[src/rtl/gpio_edge_pkg.sv]
package gpio_edge_pkg;

    localparam int unsigned REG_W = 32;

    typedef logic [REG_W-1:0] word_t;

    // Register selector, in register index order
    typedef enum logic [3:0] {
        RS_STATUS,
        RS_CAUSE,
        RS_RISE_EN,
        RS_FALL_EN,
        RS_DATA,
        RS_DIR,
        RS_POL,
        RS_SET,
        RS_RESET,
        RS_TOGGLE
    } reg_sel_e;

    // Mask with the lowest n bits set
    function automatic word_t pin_mask(int unsigned n);
        if (n >= REG_W) return '1;
        return (word_t'(1) << n) - word_t'(1);
    endfunction

endpackage

[src/rtl/gpio_in_stage.sv]
module gpio_in_stage
    import gpio_edge_pkg::*;
#(
    parameter int unsigned W = REG_W
) (
    input  logic         clk,
    input  logic         rst_n,
    input  logic [W-1:0] pad_i,
    input  logic [W-1:0] pol_i,
    output logic [W-1:0] level_o,
    output logic [W-1:0] rise_o,
    output logic [W-1:0] fall_o
);

    logic [W-1:0] meta_q;
    logic [W-1:0] sync_q;
    logic [W-1:0] prev_q;

    for (genvar i = 0; i < W; i++) begin : g_bit
        always_ff @(posedge clk) begin
            if (!rst_n) begin
                meta_q[i] <= 1'b0;
                sync_q[i] <= 1'b0;
                prev_q[i] <= 1'b0;
            end else begin
                meta_q[i] <= pad_i[i];
                sync_q[i] <= meta_q[i];
                prev_q[i] <= sync_q[i];
            end
        end
    end

    logic [W-1:0] prev_adj;

    // Both samples see the same polarity, so a polarity write cannot fake an edge
    always_comb begin
        level_o  = sync_q ^ pol_i;
        prev_adj = prev_q ^ pol_i;
        rise_o   = level_o & ~prev_adj;
        fall_o   = ~level_o & prev_adj;
    end

endmodule

[src/rtl/gpio_out_stage.sv]
module gpio_out_stage
    import gpio_edge_pkg::*;
#(
    parameter int unsigned W = REG_W
) (
    input  logic         clk,
    input  logic         rst_n,
    input  logic         set_we,
    input  logic         clr_we,
    input  logic         tgl_we,
    input  logic [W-1:0] bits_i,
    input  logic [W-1:0] dir_i,
    input  logic [W-1:0] pol_i,
    output logic [W-1:0] latch_o,
    output logic [W-1:0] pad_out_o,
    output logic [W-1:0] pad_oe_o
);

    always_ff @(posedge clk) begin
        if (!rst_n) begin
            latch_o <= '0;
        end else if (set_we) begin
            latch_o <= latch_o | bits_i;
        end else if (clr_we) begin
            latch_o <= latch_o & ~bits_i;
        end else if (tgl_we) begin
            latch_o <= latch_o ^ bits_i;
        end
    end

    always_comb begin
        pad_out_o = (latch_o ^ pol_i) & dir_i;
        pad_oe_o  = dir_i;
    end

endmodule

[src/rtl/gpio_irq_stage.sv]
module gpio_irq_stage
    import gpio_edge_pkg::*;
#(
    parameter int unsigned W = REG_W
) (
    input  logic         clk,
    input  logic         rst_n,
    input  logic [W-1:0] rise_i,
    input  logic [W-1:0] fall_i,
    input  logic [W-1:0] rise_en_i,
    input  logic [W-1:0] fall_en_i,
    input  logic         ack_we,
    input  logic [W-1:0] ack_bits,
    output logic [W-1:0] status_o,
    output logic [W-1:0] cause_o,
    output logic         irq_o
);

    logic [W-1:0] rise_hit;
    logic [W-1:0] event_hit;
    logic [W-1:0] ack_mask;

    always_comb begin
        rise_hit  = rise_i & rise_en_i;
        event_hit = rise_hit | (fall_i & fall_en_i);
        ack_mask  = ack_we ? ack_bits : '0;
    end

    always_ff @(posedge clk) begin
        if (!rst_n) begin
            status_o <= '0;
            cause_o  <= '0;
        end else begin
            // A new event overrides a clear of the same bit
            status_o <= (status_o & ~ack_mask) | event_hit;
            cause_o  <= (cause_o & ~event_hit) | rise_hit;
        end
    end

    assign irq_o = |status_o;

endmodule

[src/rtl/gpio_edge_ctrl.sv]
module gpio_edge_ctrl
    import gpio_edge_pkg::*;
#(
    parameter int unsigned          NUM_PINS   = 32,
    parameter int unsigned          ADDR_W     = 8,
    parameter logic [ADDR_W-1:0]    OFS_STATUS = 'h00,
    parameter logic [ADDR_W-1:0]    OFS_CAUSE  = 'h04,
    parameter logic [ADDR_W-1:0]    OFS_RISE   = 'h08,
    parameter logic [ADDR_W-1:0]    OFS_FALL   = 'h0C,
    parameter logic [ADDR_W-1:0]    OFS_DATA   = 'h10,
    parameter logic [ADDR_W-1:0]    OFS_DIR    = 'h14,
    parameter logic [ADDR_W-1:0]    OFS_POL    = 'h18,
    parameter logic [ADDR_W-1:0]    OFS_SET    = 'h1C,
    parameter logic [ADDR_W-1:0]    OFS_RESET  = 'h20,
    parameter logic [ADDR_W-1:0]    OFS_TOGGLE = 'h24
) (
    input  logic              clk,
    input  logic              rst_n,
    input  logic              reg_valid,
    input  logic              reg_write,
    input  logic [ADDR_W-1:0] reg_addr,
    input  logic [REG_W-1:0]  reg_wdata,
    output logic [REG_W-1:0]  reg_rdata,
    input  logic [REG_W-1:0]  pad_in,
    output logic [REG_W-1:0]  pad_out,
    output logic [REG_W-1:0]  pad_oe,
    output logic              irq
);

    localparam word_t PIN_MASK = pin_mask(NUM_PINS);

    reg_sel_e sel;
    logic     sel_ok;
    logic     wr_en;
    word_t    wbits;

    always_comb begin
        sel_ok = 1'b1;
        sel    = RS_STATUS;
        if      (reg_addr == OFS_STATUS) sel = RS_STATUS;
        else if (reg_addr == OFS_CAUSE)  sel = RS_CAUSE;
        else if (reg_addr == OFS_RISE)   sel = RS_RISE_EN;
        else if (reg_addr == OFS_FALL)   sel = RS_FALL_EN;
        else if (reg_addr == OFS_DATA)   sel = RS_DATA;
        else if (reg_addr == OFS_DIR)    sel = RS_DIR;
        else if (reg_addr == OFS_POL)    sel = RS_POL;
        else if (reg_addr == OFS_SET)    sel = RS_SET;
        else if (reg_addr == OFS_RESET)  sel = RS_RESET;
        else if (reg_addr == OFS_TOGGLE) sel = RS_TOGGLE;
        else                             sel_ok = 1'b0;
    end

    assign wr_en = reg_valid && reg_write && sel_ok;
    assign wbits = reg_wdata & PIN_MASK;

    word_t rise_en_q, fall_en_q, dir_q, pol_q;

    always_ff @(posedge clk) begin
        if (!rst_n) begin
            rise_en_q <= '0;
            fall_en_q <= '0;
            dir_q     <= '0;
            pol_q     <= '0;
        end else if (wr_en) begin
            unique case (sel)
                RS_RISE_EN: rise_en_q <= wbits;
                RS_FALL_EN: fall_en_q <= wbits;
                RS_DIR:     dir_q     <= wbits;
                RS_POL:     pol_q     <= wbits;
                default:    ;
            endcase
        end
    end

    word_t level, rise_l, fall_l;

    gpio_in_stage #(.W(REG_W)) u_in (
        .clk     (clk),
        .rst_n   (rst_n),
        .pad_i   (pad_in & PIN_MASK),
        .pol_i   (pol_q),
        .level_o (level),
        .rise_o  (rise_l),
        .fall_o  (fall_l)
    );

    word_t out_latch;

    gpio_out_stage #(.W(REG_W)) u_out (
        .clk       (clk),
        .rst_n     (rst_n),
        .set_we    (wr_en && sel == RS_SET),
        .clr_we    (wr_en && sel == RS_RESET),
        .tgl_we    (wr_en && sel == RS_TOGGLE),
        .bits_i    (wbits),
        .dir_i     (dir_q),
        .pol_i     (pol_q),
        .latch_o   (out_latch),
        .pad_out_o (pad_out),
        .pad_oe_o  (pad_oe)
    );

    word_t status, cause;

    gpio_irq_stage #(.W(REG_W)) u_irq (
        .clk       (clk),
        .rst_n     (rst_n),
        .rise_i    (rise_l),
        .fall_i    (fall_l),
        .rise_en_i (rise_en_q),
        .fall_en_i (fall_en_q),
        .ack_we    (wr_en && sel == RS_STATUS),
        .ack_bits  (wbits),
        .status_o  (status),
        .cause_o   (cause),
        .irq_o     (irq)
    );

    word_t rd_word;

    always_comb begin
        unique case (sel)
            RS_STATUS:  rd_word = status;
            RS_CAUSE:   rd_word = cause;
            RS_RISE_EN: rd_word = rise_en_q;
            RS_FALL_EN: rd_word = fall_en_q;
            RS_DATA:    rd_word = (dir_q & out_latch) | (~dir_q & level);
            RS_DIR:     rd_word = dir_q;
            RS_POL:     rd_word = pol_q;
            default:    rd_word = '0;
        endcase
        reg_rdata = (reg_valid && !reg_write && sel_ok) ? (rd_word & PIN_MASK) : '0;
    end

endmodule

[config.mk]
export PLATFORM = sky130hd
export DESIGN_NAME = gpio_edge_ctrl
export DESIGN_NICKNAME = d
export VERILOG_FILES = /design/src/rtl/gpio_edge_pkg.sv /design/src/rtl/gpio_in_stage.sv /design/src/rtl/gpio_out_stage.sv /design/src/rtl/gpio_irq_stage.sv /design/src/rtl/gpio_edge_ctrl.sv
export SDC_FILE = /design/constraint.sdc
export NUM_CORES = 1
export LEC_CHECK = 0
export ABC_AREA = 0
export BUFFER_PORTS_ARGS = -buffer_cell sky130_fd_sc_hd__buf_2
export CORE_MARGIN = 3
export CORE_UTILIZATION = 35
export CTS_CLUSTER_SIZE = 30
export DETAILED_ROUTE_END_ITERATION = 10
export PLACE_DENSITY = 0.56
export SLEW_MARGIN = 0
export SYNTH_ARGS = -nofsm -noshare
export SYNTH_HDL_FRONTEND = slang
export SYNTH_SLANG_ARGS = --single-unit
[constraint.sdc]
create_clock -name clk -period 4.5 [get_ports clk]
set_clock_uncertainty 0.05 [all_clocks]
set_input_delay 0 -clock clk [delete_from_list [all_inputs] [get_ports clk]]
set_output_delay 0 -clock clk [all_outputs]
set_load 0.05 [all_outputs]
Yosys cells after proc, flatten, opt, wreduce, memory -nomap -nowiden. Cells that the tools add are included.

Output and inout bits: 97. Logic and storage cells: 189. Register bits after elaboration: 320.

Equality and inequality tests: 18. Bitwise gates (word level): 25. Reduce and logical (&&, ||, !) cells: 17. Multiplexer cells: 26.

Operator list (count): $and 32x32->32 (10); $pmux 32 s7 (1); $not 32->32 (6); $mux 32 (5); $or 32x32->32 (5); $xor 32x32->32 (4); $mux 4 (10); $eq 8x5->1 const B (4); $reduce_or 32->1 (1); $eq 4x3->1 const B (4); $eq 8x4->1 const B (2); $eq 8x6->1 const B (2); $mux 1 (10); $eq 4x2->1 const B (2); $eq 4x4->1 const B (2); $eq 8x3->1 const B (1); $logic_and 1x1->1 (8); $logic_not 8->1 (1); $reduce_and 2->1 (4); $eq 4x1->1 const B (1); $logic_not 4->1 (1); $reduce_bool 3->1 (1); $logic_not 1->1 (1).

Longest topological paths before layout.
Depth after elaboration: 17. Gate-level depth with buffers: 8. Mapped depth without buffers: 5.

By module. Synthesis repeated with hierarchy kept, for this count alone.

Cell total of the unflattened synthesis: 1952. Area, all modules: 17060.1 um^2.

By module, submodules not included: gpio_edge_ctrl (cells each 842, seq. area each 2562.5 um^2, area an instance 6998.0 um^2, times used 1); gpio_in_stage (cells each 424, seq. area each 1921.8 um^2, area an instance 3925.0 um^2, times used 1); gpio_out_stage (cells each 409, seq. area each 640.6 um^2, area an instance 3522.1 um^2, times used 1); gpio_irq_stage (cells each 277, seq. area each 1281.2 um^2, area an instance 2615.0 um^2, times used 1).

Worst setup path after synthesis. No wires, ideal clock.

Kind: reg2out. From: register dir_q[30]. To: output port reg_rdata[30]. Setup slack: 2.094 ns. Arrival: 2.356 ns. Stages on the path, launching flop included: 5. Cells stage by stage: dfxtp_1 -> or4b_2 -> a21o_1 -> a31o_2 -> a21oi_1.

Longest elaborated chain between the ends: 5. Elaborated cells on any way between the ends: 6. Those cells by class: 2 x mux; 4 x bitwise.

Ends and longest elaborated chain: start, declared (RTL line gpio_edge_ctrl.sv:56) `word_t rise_en_q, fall_en_q, dir_q, pol_q;`; start signal, assigned (RTL line gpio_edge_ctrl.sv:68) `RS_DIR: dir_q <= wbits;`; $not 32->32 (RTL line gpio_edge_ctrl.sv:127) `RS_DATA: rd_word = (dir_q & out_latch) | (~dir_q & level);`; $and 32x32->32 (RTL line gpio_edge_ctrl.sv:127); $or 32x32->32 (RTL line gpio_edge_ctrl.sv:127); $pmux 32 s7 * (RTL line gpio_edge_ctrl.sv:122) `unique case (sel)`; $mux 32 * (RTL line gpio_edge_ctrl.sv:132) `reg_rdata = (reg_valid && !reg_write && sel_ok) ? (rd_word & PIN_MASK) : '0;`; end, declared (RTL line gpio_edge_ctrl.sv:23) `output logic [REG_W-1:0] reg_rdata,`.

Every way passes the cells marked *; elsewhere a longest branch is shown, timed or not.

Worst setup path after layout.
From: register u_irq.status_o[12]. To: output port irq.

Longest elaborated chain between the ends: 1.

Ends and longest elaborated chain: start, declared (RTL line gpio_irq_stage.sv:14) `output logic [W-1:0] status_o,`; start signal, assigned (RTL line gpio_irq_stage.sv:35) `status_o <= (status_o & ~ack_mask) | event_hit;`; $reduce_or 32->1 (RTL line gpio_irq_stage.sv:40) `assign irq_o = |status_o;`; end, declared (RTL line gpio_edge_ctrl.sv:27) `output logic irq`.

Every way passes these cells.

==> impl_metrics.tcl <==
set metrics [dict create \
    totalNegativeSetupSlack_ns 0 \
    max-slew-margin-rel_pct 18.9 \
    final_layout_size_suffix_gt1_share_pct 16.5 \
    cp_data_required_time_ns 4.45 \
    htreeDepth 2 \
    ys_types 56 \
    ant_nets 0 \
    grt_max_degree 92 \
    ctsRootBufferMaster "clkbuf_16" \
    cp_max_fo 3 \
    diodes 0 \
    met2_usage_pct 33.9 \
    numPortBuffers 172 \
    drt_first_iter_violations 1115 \
    crit_path_cell_trace "nor4_1 > nand4_1 > or2_2 > buf_2" \
    fin_nets 2260 \
    final_cell_mix "nand2_1, dfxtp_1, a21oi_1" \
    die_h_um 221 \
    die_w_um 221 \
    run_status "complete, no violations" \
    synthFlopType "dfxtp_1" \
    start_util_pct 35.7 \
    cp.arrival_ns 2.76 \
    viasPerCell 5.39 \
    cp_num_buf_inv 1 \
    use_met1_pct 28.8 \
    critical_path_class "reg2out" \
    holdPathEnd "pol_q[6]" \
    avgSynthCellArea_um2 8.28 \
    cts_tree "done" \
    numClockSinks 320 \
    period_needed_ns 2.81 \
    cp_slowest_cell "nor4_1" \
    slew_viol_final 0 \
    first_pass_iters 5 \
    worstSetupStartpointType "flop" \
    globalRouteOverflowTotal 0 \
    final_common_cell "nand2_1" \
    r2r-start "pol_q[1]" \
    cap_viol_max_count 0 \
    busiest_layer "met2" \
    setup_viol 0 \
    tightest_slew_ns 1.21 \
    met3_usage_pct 3.95 \
    place_congestion 0.818 \
    synth_fp_nets 2103 \
    hold_class "in2reg" \
    hpwl_um 35100 \
    track_usage_pct 21.5 \
    drt_wl_total_um 54600 \
    ff2ff_setup_slack_ns 3.04 \
    io_pins 173 \
    synth_area_mm2 0.0162 \
    crit_path_max_incr_delay_ns 0.77 \
    cp-end-kind "primary output" \
    hold_start "reg_addr[5]" \
    path_clk_slew_ns 0.06 \
    coreArea_mm2 0.0456 \
    antenna_found_initial 3 \
    insertion_delay_ns 0.55 \
    synth_cells 1963 \
    cts_buffers 40 \
    dieArea_mm2 0.0490 \
    fmax_ghz 0.356 \
    routedWlPerCell_um 19.9 \
    p_per_area_mw_per_mm2 330 \
    min_period_over_period_pct 62.4 \
    rr_endpoint "u_irq.status_o[1]" \
    final_core_util_pct 42.6 \
    area_delta_synth_final_pct 19.5 \
    rows 78 \
    rsz0062_at_grt "false" \
    grt_pass1_vias 14400 \
    ir_drop_uv 217 \
    synth_seq_cells 320 \
    cellLeakagePower_nw 7.74 \
    yosysSeqAreaShare_pct 39.4 \
    synth_edf_count 0 \
    synthArstFlopShare_pct 0 \
    yosysWarnings 0 \
    r2r_cells 4 \
    grt_pass1_wl_um 84000 \
    clockBufferDepth 3 \
    crit_family "simple AND/OR/NAND/NOR gates" \
    whs_path_depth 5 \
    hold_viol 0 \
    vias 14800 \
    post-route-drc-count 0 \
]
==> state kept, by name (all words and copies together) (netlist names) <==
name and count:
dir_q 32, fall_en_q 32, pol_q 32, rise_en_q 32, u_in.meta_q 32, u_in.prev_q 32, u_in.sync_q 32, u_irq.cause_o 32
u_irq.status_o 32, u_out.latch_o 32
==> per-stage QoR <==
step	instance area (um2)	std cells	setup WS [ns]	power, mW	hold WS [ns]
after floorplan	16200	1963	2.09	3.14	0.0773
after global placement	17500	2613	1.79	3.27	0.158
after detailed placement	17500	2613	1.79	3.28	0.160
after CTS	19400	2749	1.78	6.49	0.0791
after global routing	19400	2749	1.57	6.63	0.124
final	19400	2749	1.69	6.41	0.119
==> where the power goes <==
part           total [mW]  internal, mW  switching (mW)
Clock                3.14          1.85            1.30
Sequential           2.90          2.87          0.0332
Combinational       0.363         0.141           0.222
==> synth_stat cells, types with 33 or more instances <==
cell | count | area [um2]
nor3b_1 | 33 | 248
mux2_2 | 34 | 383
clkbuf_1 | 128 | 480
a21oi_1 | 193 | 966
nor2_1 | 68 | 255
and2_1 | 129 | 807
o21ai_0 | 97 | 485
a22oi_1 | 63 | 473
inv_1 | 65 | 244
ha_1 | 64 | 801
nand2_1 | 354 | 1330
dfxtp_1 | 320 | 6410
==> worst reg2reg max path, delay by kind of cell (launching register included) <==
kind | cells | cell delay, ns
compound gates | 3 | 0.68
flops | 1 | 0.53
simple gates | 1 | 0.10
==> what timing repair did <==
action | CTS | global route
gates resized for setup | 0 | 0
endpoints found under the hold margin | 214 | 0
hold buffers | 65 | 0
buffers inserted | 0 | 0
==> kinds of logic (layout without fill, tap and decap cells) <==
family                     Yosys count  after routing  share of synthesized area, %
AOI/OAI and AO/OA                  580            580                          23.6
xor gates and xnor gates            63             63                          3.40
adders and majority gates           64             64                          4.93
buffers and inverters              217            403                          5.36
DFF                                320            320                          39.4
muxes                               34             34                          2.36
and+or+nand+nor                    685            685                          21.0
==> how the worst max path moves through the flow <==
stage / startpoint / endpoint / slack, ns / cells after the start
global placement: reg_addr[7] / reg_rdata[24] / 1.79 / 6
finish: u_irq.status_o[12] / irq / 1.69 / 4
global route: reg_addr[7] / reg_rdata[24] / 1.57 / 6
detailed placement: reg_addr[7] / reg_rdata[14] / 1.79 / 6
floorplan: dir_q[30] / reg_rdata[30] / 2.09 / 4
CTS: reg_addr[7] / reg_rdata[14] / 1.78 / 6
==> cell type report <==
class | count | area [um2]
Clock buffer | 57 | 1160
Clock inverter | 14 | 110
Fill cell | 4465 | 26200
Inverter | 65 | 249
Multi-Input combinational cell | 1426 | 9000
Sequential cell | 320 | 6410
Tap cell | 600 | 751
Timing Repair Buffer | 267 | 1740
==> routing by layer <==
| metal | wire [um] | vias to the layer above |
|---|---|---|
| met1 | 24700 | 7164 |
| li1 | - | 7065 |
| met3 | 3390 | 115 |
| met4 | 2230 | 6 |
| met5 | 44 | - |
| met2 | 24200 | 477 |
(Power assumes the default switching activity.)
